===== config.mk =====
export PLATFORM = sky130hd
export DESIGN_NAME = raster_timing_gen
export DESIGN_NICKNAME = d
export VERILOG_FILES = /design/src/rtl/raster_pkg.sv /design/src/rtl/raster_regs.sv /design/src/rtl/raster_sync_win.sv /design/src/rtl/raster_scan.sv /design/src/rtl/raster_timing_gen.sv
export SDC_FILE = /design/constraint.sdc
export NUM_CORES = 1
export LEC_CHECK = 0
export BUFFER_PORTS_ARGS = -buffer_cell sky130_fd_sc_hd__clkbuf_2
export CAP_MARGIN = 10
export CORE_ASPECT_RATIO = 1.75
export CORE_MARGIN = 8
export CORE_UTILIZATION = 25
export CTS_BUF_LIST = sky130_fd_sc_hd__clkbuf_8
export DETAILED_ROUTE_END_ITERATION = 8
export GPL_TIMING_DRIVEN = 0
export PLACE_DENSITY = 0.44
export REMOVE_ABC_BUFFERS = 1
export SYNTH_ARGS = -nofsm -noshare
export SYNTH_HDL_FRONTEND = slang
export SYNTH_HIERARCHICAL = 1
export SYNTH_SLANG_ARGS = --single-unit

===== constraint.sdc =====
create_clock -name clk -period 4.05 [get_ports clk]
set_clock_uncertainty 0.2 [all_clocks]
set_input_delay 0.81 -clock clk [delete_from_list [all_inputs] [get_ports clk]]
set_output_delay 0.81 -clock clk [all_outputs]
set_load 0.05 [all_outputs]

===== src/rtl/raster_pkg.sv =====
package raster_pkg;

  // Control bit order: run is bit 0, plane bit 1, hsync invert bit 2, vsync invert bit 3
  typedef struct packed {
    logic vInv;
    logic hInv;
    logic plane;
    logic run;
  } ctrlStrobes_t;

  localparam int CTRL_W    = 4;
  localparam int HI_LSB    = 16;
  localparam int REG_HGEOM = 0;
  localparam int REG_HSYNC = 1;
  localparam int REG_VGEOM = 2;
  localparam int REG_VSYNC = 3;
  localparam int REG_CTRL  = 4;

endpackage


===== src/rtl/raster_regs.sv =====
module raster_regs
  import raster_pkg::*;
#(
  parameter int CNT_W  = 12,
  parameter int SYNC_W = 8,
  parameter int ADDR_W = 3,
  parameter int DATA_W = 32
) (
  input  logic              clk,
  input  logic              rst,
  input  logic [ADDR_W-1:0] regAddr,
  input  logic              regWrEn,
  input  logic [DATA_W-1:0] regWrData,
  input  logic              frameStart,
  output logic [DATA_W-1:0] regRdData,
  output logic [CNT_W-1:0]  hDispEnd,
  output logic [CNT_W-1:0]  hTotal,
  output logic [CNT_W-1:0]  hSyncStart,
  output logic [SYNC_W-1:0] hSyncWidth,
  output logic [CNT_W-1:0]  vDispEnd,
  output logic [CNT_W-1:0]  vTotal,
  output logic [CNT_W-1:0]  vSyncStart,
  output logic [SYNC_W-1:0] vSyncHeight,
  output ctrlStrobes_t      ctrlStb
);

  localparam logic [ADDR_W-1:0] A_HG = ADDR_W'(REG_HGEOM);
  localparam logic [ADDR_W-1:0] A_HS = ADDR_W'(REG_HSYNC);
  localparam logic [ADDR_W-1:0] A_VG = ADDR_W'(REG_VGEOM);
  localparam logic [ADDR_W-1:0] A_VS = ADDR_W'(REG_VSYNC);
  localparam logic [ADDR_W-1:0] A_CT = ADDR_W'(REG_CTRL);

  ctrlStrobes_t      pendCtrl;
  ctrlStrobes_t      applCtrl;
  logic [DATA_W-1:0] rdMux;
  logic              applyNow;

  // staged control goes live at frame start, or at once while stopped
  assign applyNow = frameStart || !applCtrl.run;
  assign ctrlStb  = applCtrl;

  always_comb begin
    rdMux = '0;
    case (regAddr)
      A_HG: begin
        rdMux[CNT_W-1:0]       = hDispEnd;
        rdMux[HI_LSB +: CNT_W] = hTotal;
      end
      A_HS: begin
        rdMux[CNT_W-1:0]        = hSyncStart;
        rdMux[HI_LSB +: SYNC_W] = hSyncWidth;
      end
      A_VG: begin
        rdMux[CNT_W-1:0]       = vDispEnd;
        rdMux[HI_LSB +: CNT_W] = vTotal;
      end
      A_VS: begin
        rdMux[CNT_W-1:0]        = vSyncStart;
        rdMux[HI_LSB +: SYNC_W] = vSyncHeight;
      end
      A_CT:    rdMux[CTRL_W-1:0] = applCtrl;
      default: rdMux = '0;
    endcase
  end

  always_ff @(posedge clk) begin
    if (rst) begin
      hDispEnd    <= '0;
      hTotal      <= '0;
      hSyncStart  <= '0;
      hSyncWidth  <= '0;
      vDispEnd    <= '0;
      vTotal      <= '0;
      vSyncStart  <= '0;
      vSyncHeight <= '0;
      pendCtrl    <= '0;
      applCtrl    <= '0;
      regRdData   <= '0;
    end else begin
      regRdData <= rdMux;
      if (applyNow) applCtrl <= pendCtrl;
      if (regWrEn) begin
        case (regAddr)
          A_HG: begin
            hDispEnd <= regWrData[CNT_W-1:0];
            hTotal   <= regWrData[HI_LSB +: CNT_W];
          end
          A_HS: begin
            hSyncStart <= regWrData[CNT_W-1:0];
            hSyncWidth <= regWrData[HI_LSB +: SYNC_W];
          end
          A_VG: begin
            vDispEnd <= regWrData[CNT_W-1:0];
            vTotal   <= regWrData[HI_LSB +: CNT_W];
          end
          A_VS: begin
            vSyncStart  <= regWrData[CNT_W-1:0];
            vSyncHeight <= regWrData[HI_LSB +: SYNC_W];
          end
          A_CT:    pendCtrl <= ctrlStrobes_t'(regWrData[CTRL_W-1:0]);
          default: ;
        endcase
      end
    end
  end

endmodule


===== src/rtl/raster_sync_win.sv =====
module raster_sync_win #(
  parameter int CNT_W  = 12,
  parameter int SYNC_W = 8
) (
  input  logic [CNT_W-1:0]  pos,
  input  logic [CNT_W-1:0]  start,
  input  logic [SYNC_W-1:0] len,
  output logic              active
);

  localparam int SUM_W = CNT_W + 1;

  logic [SUM_W-1:0] stopPos;

  assign stopPos = {1'b0, start} + SUM_W'(len);
  assign active  = (pos >= start) && ({1'b0, pos} < stopPos);

endmodule


===== src/rtl/raster_scan.sv =====
module raster_scan
  import raster_pkg::*;
#(
  parameter int CNT_W  = 12,
  parameter int SYNC_W = 8
) (
  input  logic              clk,
  input  logic              rst,
  input  ctrlStrobes_t      ctrlStb,
  input  logic [CNT_W-1:0]  hDispEnd,
  input  logic [CNT_W-1:0]  hTotal,
  input  logic [CNT_W-1:0]  hSyncStart,
  input  logic [SYNC_W-1:0] hSyncWidth,
  input  logic [CNT_W-1:0]  vDispEnd,
  input  logic [CNT_W-1:0]  vTotal,
  input  logic [CNT_W-1:0]  vSyncStart,
  input  logic [SYNC_W-1:0] vSyncHeight,
  output logic [CNT_W-1:0]  hCount,
  output logic [CNT_W-1:0]  vCount,
  output logic              hsyncOut,
  output logic              vsyncOut,
  output logic              dataEnable,
  output logic              frameStart
);

  logic wrapH;
  logic wrapV;
  logic hAct;
  logic vAct;

  // >= so a total shrunk under a running counter still wraps
  assign wrapH = hCount >= hTotal;
  assign wrapV = vCount >= vTotal;

  always_ff @(posedge clk) begin
    if (rst) begin
      hCount <= '0;
      vCount <= '0;
    end else if (ctrlStb.run) begin
      if (wrapH) begin
        hCount <= '0;
        vCount <= wrapV ? '0 : vCount + 1'b1;
      end else begin
        hCount <= hCount + 1'b1;
      end
    end
  end

  raster_sync_win #(.CNT_W(CNT_W), .SYNC_W(SYNC_W)) u_hWin (
    .pos(hCount), .start(hSyncStart), .len(hSyncWidth), .active(hAct)
  );

  raster_sync_win #(.CNT_W(CNT_W), .SYNC_W(SYNC_W)) u_vWin (
    .pos(vCount), .start(vSyncStart), .len(vSyncHeight), .active(vAct)
  );

  assign hsyncOut   = ctrlStb.run ? (hAct ^ ctrlStb.hInv) : ctrlStb.hInv;
  assign vsyncOut   = ctrlStb.run ? (vAct ^ ctrlStb.vInv) : ctrlStb.vInv;
  assign dataEnable = ctrlStb.run && ctrlStb.plane &&
                      (hCount <= hDispEnd) && (vCount <= vDispEnd);
  assign frameStart = ctrlStb.run && (hCount == '0) && (vCount == vSyncStart);

endmodule


===== src/rtl/raster_timing_gen.sv =====
module raster_timing_gen
  import raster_pkg::*;
#(
  parameter int CNT_W  = 12,
  parameter int SYNC_W = 8,
  parameter int ADDR_W = 3,
  parameter int DATA_W = 32
) (
  input  logic              clk,
  input  logic              rst,
  input  logic [ADDR_W-1:0] regAddr,
  input  logic              regWrEn,
  input  logic [DATA_W-1:0] regWrData,
  output logic [DATA_W-1:0] regRdData,
  output logic              hsyncOut,
  output logic              vsyncOut,
  output logic              dataEnable,
  output logic [CNT_W-1:0]  pixelX,
  output logic [CNT_W-1:0]  lineY,
  output logic              frameStartStb
);

  ctrlStrobes_t      ctrlStb;
  logic [CNT_W-1:0]  hDispEnd, hTotal, hSyncStart;
  logic [CNT_W-1:0]  vDispEnd, vTotal, vSyncStart;
  logic [SYNC_W-1:0] hSyncWidth, vSyncHeight;

  raster_regs #(
    .CNT_W(CNT_W), .SYNC_W(SYNC_W), .ADDR_W(ADDR_W), .DATA_W(DATA_W)
  ) u_regs (
    .clk(clk), .rst(rst),
    .regAddr(regAddr), .regWrEn(regWrEn), .regWrData(regWrData),
    .frameStart(frameStartStb), .regRdData(regRdData),
    .hDispEnd(hDispEnd), .hTotal(hTotal),
    .hSyncStart(hSyncStart), .hSyncWidth(hSyncWidth),
    .vDispEnd(vDispEnd), .vTotal(vTotal),
    .vSyncStart(vSyncStart), .vSyncHeight(vSyncHeight),
    .ctrlStb(ctrlStb)
  );

  raster_scan #(.CNT_W(CNT_W), .SYNC_W(SYNC_W)) u_scan (
    .clk(clk), .rst(rst), .ctrlStb(ctrlStb),
    .hDispEnd(hDispEnd), .hTotal(hTotal),
    .hSyncStart(hSyncStart), .hSyncWidth(hSyncWidth),
    .vDispEnd(vDispEnd), .vTotal(vTotal),
    .vSyncStart(vSyncStart), .vSyncHeight(vSyncHeight),
    .hCount(pixelX), .vCount(lineY),
    .hsyncOut(hsyncOut), .vsyncOut(vsyncOut),
    .dataEnable(dataEnable), .frameStart(frameStartStb)
  );

endmodule


==> reports/metrics.csv <==
stage;metric;value;unit
status;status;finished with violations;
status;violations;negative setup slack;
floorplanning;coreArea;0.03665;mm²
setup_path;path_depth;16;
timing;min_period_over_period;118.6;%
setup_path;crit_slowest_cell;dfxtp_2;
pwr;switchingPower;870.6;µW
routing;drt_iter0_markers;343;
setup_path;r2r-start;u_scan/vCount[0];
setup_path;r2r_slack;0.65;ns
setup_path;criticalPathCategory;flip-flop to primary output;
timing;fin_hold_ws;0.2576;ns
clocking;clockRootBuffer;clkbuf_8;
worst_hold_path;min-delay-start;u_regs/pendCtrl[0];
pwr;power.leakage;0.004313;µW
place;portBuffers;81;
finish;drive_gt1_share;17.98;%
clocking;clock_path_buffers;2;
setup_path;crit_fanout;3;
clocking;cts_made_buffers;17;
yosys;postSynthCellCount;1114;
routing;post-route-drc-count;0;
finish;regArea;0.002922;mm²
pwr;p_clk_share;37.8;%
pwr;ir_worst_vdd;0.0001808;V
pwr;power.density;270.2;mW/mm²
clocking;clock-sinks;144;
floorplanning;num_rows;93;
yosys;async_reset_ff_share;0;%
finish;area.growth.synth_to_final;16.07;%
finish;final_common_cell;nand2_1;
timing;fin_crit;4.802;ns
place;dp_hpwl;23930;µm
yosys;synth-edff-count;0;
pwr;p_int;2025;µW
grt;grt_max_degree;65;
floorplanning;fp.dieH;270.2;µm
yosys;ys_warn_count;6;
place;pre_cts_slack;-0.8720;ns
floorplanning;die_w;161.3;µm
routing;wl_per_cell;18.97;µm
timing;fmax;208.3;MHz
clocking;clkLatencyLatePin;0.48;ns
setup_path;critPathLaunch;u_regs/vSyncHeight[0];
finish;nNetsFinal;1330;
grt;overflow;0;
pwr;p_sw_share;30.07;%
finish;multi_input_area;0.005891;mm²
floorplanning;initial_utilization;25.19;%
routing;first_pass_iters;7;
worst_hold_path;hold_depth;2;
pwr;power.total;2896;µW
setup_path;critPathLaunchType;flip-flop;
place;finalWeightedCongestion;0.7965;
timing;finalMaxSlewViolations;0;
clocking;htree_levels;4;
yosys;synth_cell_types;72;
timing;setup_viol;2;
routing;ant_nets;0;
yosys;netlist_area;0.009233;mm²
grt;antenna_found_initial;2;
pwr;p_comb_share;11.9;%
grt;grt.total_usage;14.45;%
timing;worst_pin_slew;1.056;ns
timing;setup_tns;-1.304;ns
timing;layout_setup_ws;-0.7516;ns
setup_path;worstPathArrival;3.79;ns
flow_run;max_cap_viol_count;0;
yosys;syn_area_per_cell;8.288;µm²
clocking;hold_buffers;0;
floorplanning;ios;98;
grt;grt_pass1_vias;8072;
routing;vias;7962;
routing;via_per_inst;4.776;
yosys;ys_seq_area_share;31.22;%
setup_path;path_delay_family;compound AO/OA/AOI/OAI gates;
setup_path;crit_path_cell_trace;ha_4 -> inv_1 -> fa_2 -> nand2b_4 -> a21oi_4 -> a21oi_4 -> nor3_2 -> xnor2_1 -> ha_1 -> a21o_1 -> a21oi_1 -> o211ai_1 -> a22oi_2 -> nand2_1 -> xnor2_2 -> buf_8;
timing;finalHoldViolCount;0;
setup_path;cp-end-kind;primary output;
clocking;cts_tree;done;
floorplanning;die_area;0.04358;mm²
place;place_area;0.01002;mm²
setup_path;reg2regPathDepth;8;
finish;final_cell_mix;nand2_1, a21oi_1, dfxtp_1;
setup_path;slowest_delay;0.37;ns
clocking;clk_pin_slew;0.09;ns
pwr;seq_power_share;50.4;%
timing;max_slew_margin;28.67;%
setup_path;critPathMostFrequentCell;a21oi_4;
setup_path;crit_required;3.04;ns
setup_path;path_buf_inv;2;
yosys;synth_ff_type;dfxtp_1;
grt;grt_pass1_wl;47830;µm
finish;num-fill-cells;3936;
timing;rsz0062_at_grt;yes;
finish;final_area;0.01072;mm²
worst_hold_path;hp-class;flip-flop to flip-flop;
routing;wl;31620;µm
yosys;ys_seq_elements;144;
==> synthesized netlist by cell type, drive strengths merged, types with 3 or more instances <==
library cell  number  area (µm²)
nand2            202       758.2
dfxtp            144        2883
a21oi            133       695.7
ha               113        1414
inv               89       334.1
mux2i             49       490.5
buf               35       230.2
nor2              35       131.4
nand3             31       175.2
xnor2             29       254.0
clkbuf            23       116.4
a21o              21       157.7
and2              18       112.6
nand4             18       112.6
o22ai             18       112.6
o21ai             16       80.08
xor2              16       140.1
and3              13       87.59
nand2b            10       65.06
o32ai              9       78.83
a31oi              8       50.05
or3                7       45.05
a211oi             6       45.04
and4               6       57.56
nor3               6       50.05
o211ai             5       37.54
a221oi             4       53.80
nor2b              4       25.02
nor4               4       25.02
a2bb2oi            3       26.28
nor4b              3       41.29
==> power groups by stage <==
stage                     clock network, µW  logic [µW]  registers (µW)
after CTS                              1140         341            1460
after global placement                    0         320            1490
after floorplan                           0         169            1490
after detailed placement                  0         330            1490
final                                  1090         344            1460
after global routing                   1190         375            1460
==> cell type report <==
type	instances	area share, %
clock buffer	17	2.183
multi-input combinational	829	54.97
tap	475	5.546
antenna	2	0.04670
sequential	144	27.26
inverter	89	3.117
clock inverter	15	1.156
timing repair buffer	96	5.721
==> worst register-to-register path, cell delays in order (launching register included) <==
cell and delay, ns:
dfxtp_1 0.56, inv_1 0.12, ha_1 0.28, nand2b_1 0.15
a211oi_1 0.24, o21ai_0 0.20, a221oi_2 0.86, nand2b_2 0.37
o41ai_1 0.32
==> metal layers <==
layer  vias to the layer above  wire (µm)  global-route usage, %
li1                       3990          -                      -
met1                      3801      12050                  15.06
met2                       142      17920                  27.93
met3                        29        869                  2.289
met4                         0        780                  5.651
met5                         -          0                      0
==> stage by stage <==
stage | instances | utilization, %
3_5_place_dp | 1624 | 27.33
3_3_place_gp | 1618 | 27.01
5_1_grt | 1667 | 29.24
6_report | 1667 | 29.24
2_1_floorplan | 1062 | -
4_1_cts | 1660 | 28.74
==> cell families after synthesis <==
group                      count (synthesis)  synth area share [%]
AOI/OAI and AO/OA                        239                 15.92
DFF                                      144                 31.22
adders and majority gates                115                 15.75
buffers and inverters                    148                 7.481
other                                      1               0.04062
muxes                                     50                 5.556
xor gates and xnor gates                  45                 4.269
and+or+nand+nor                          372                 19.76
==> registers in the layout, summed over array words and instances, names as in the netlist <==
register and count:
u_regs/ctrlStb 4, u_regs/hDispEnd 12, u_regs/hSyncStart 12, u_regs/hSyncWidth 8, u_regs/hTotal 12, u_regs/pendCtrl 4
u_regs/regRdData 24, u_regs/vDispEnd 12, u_regs/vSyncHeight 8, u_regs/vSyncStart 12, u_regs/vTotal 12, u_scan/hCount 12
u_scan/vCount 12
==> repair_timing <==
action | in CTS | in global routing
resized for setup | 39 | 38
setup buffers | 4 | 3
pin swaps | 13 | 21
hold endpoints to repair | 0 | 0
setup endpoints to repair | 4 | 3
==> worst paths after layout <==
kind                       endpoint
setup reg to reg   u_scan/vCount[2]
hold reg to reg   u_regs/ctrlStb[0]
hold / removal    u_regs/ctrlStb[0]
setup / recovery           vsyncOut
Note: power is estimated with default switching activity, not from simulation.
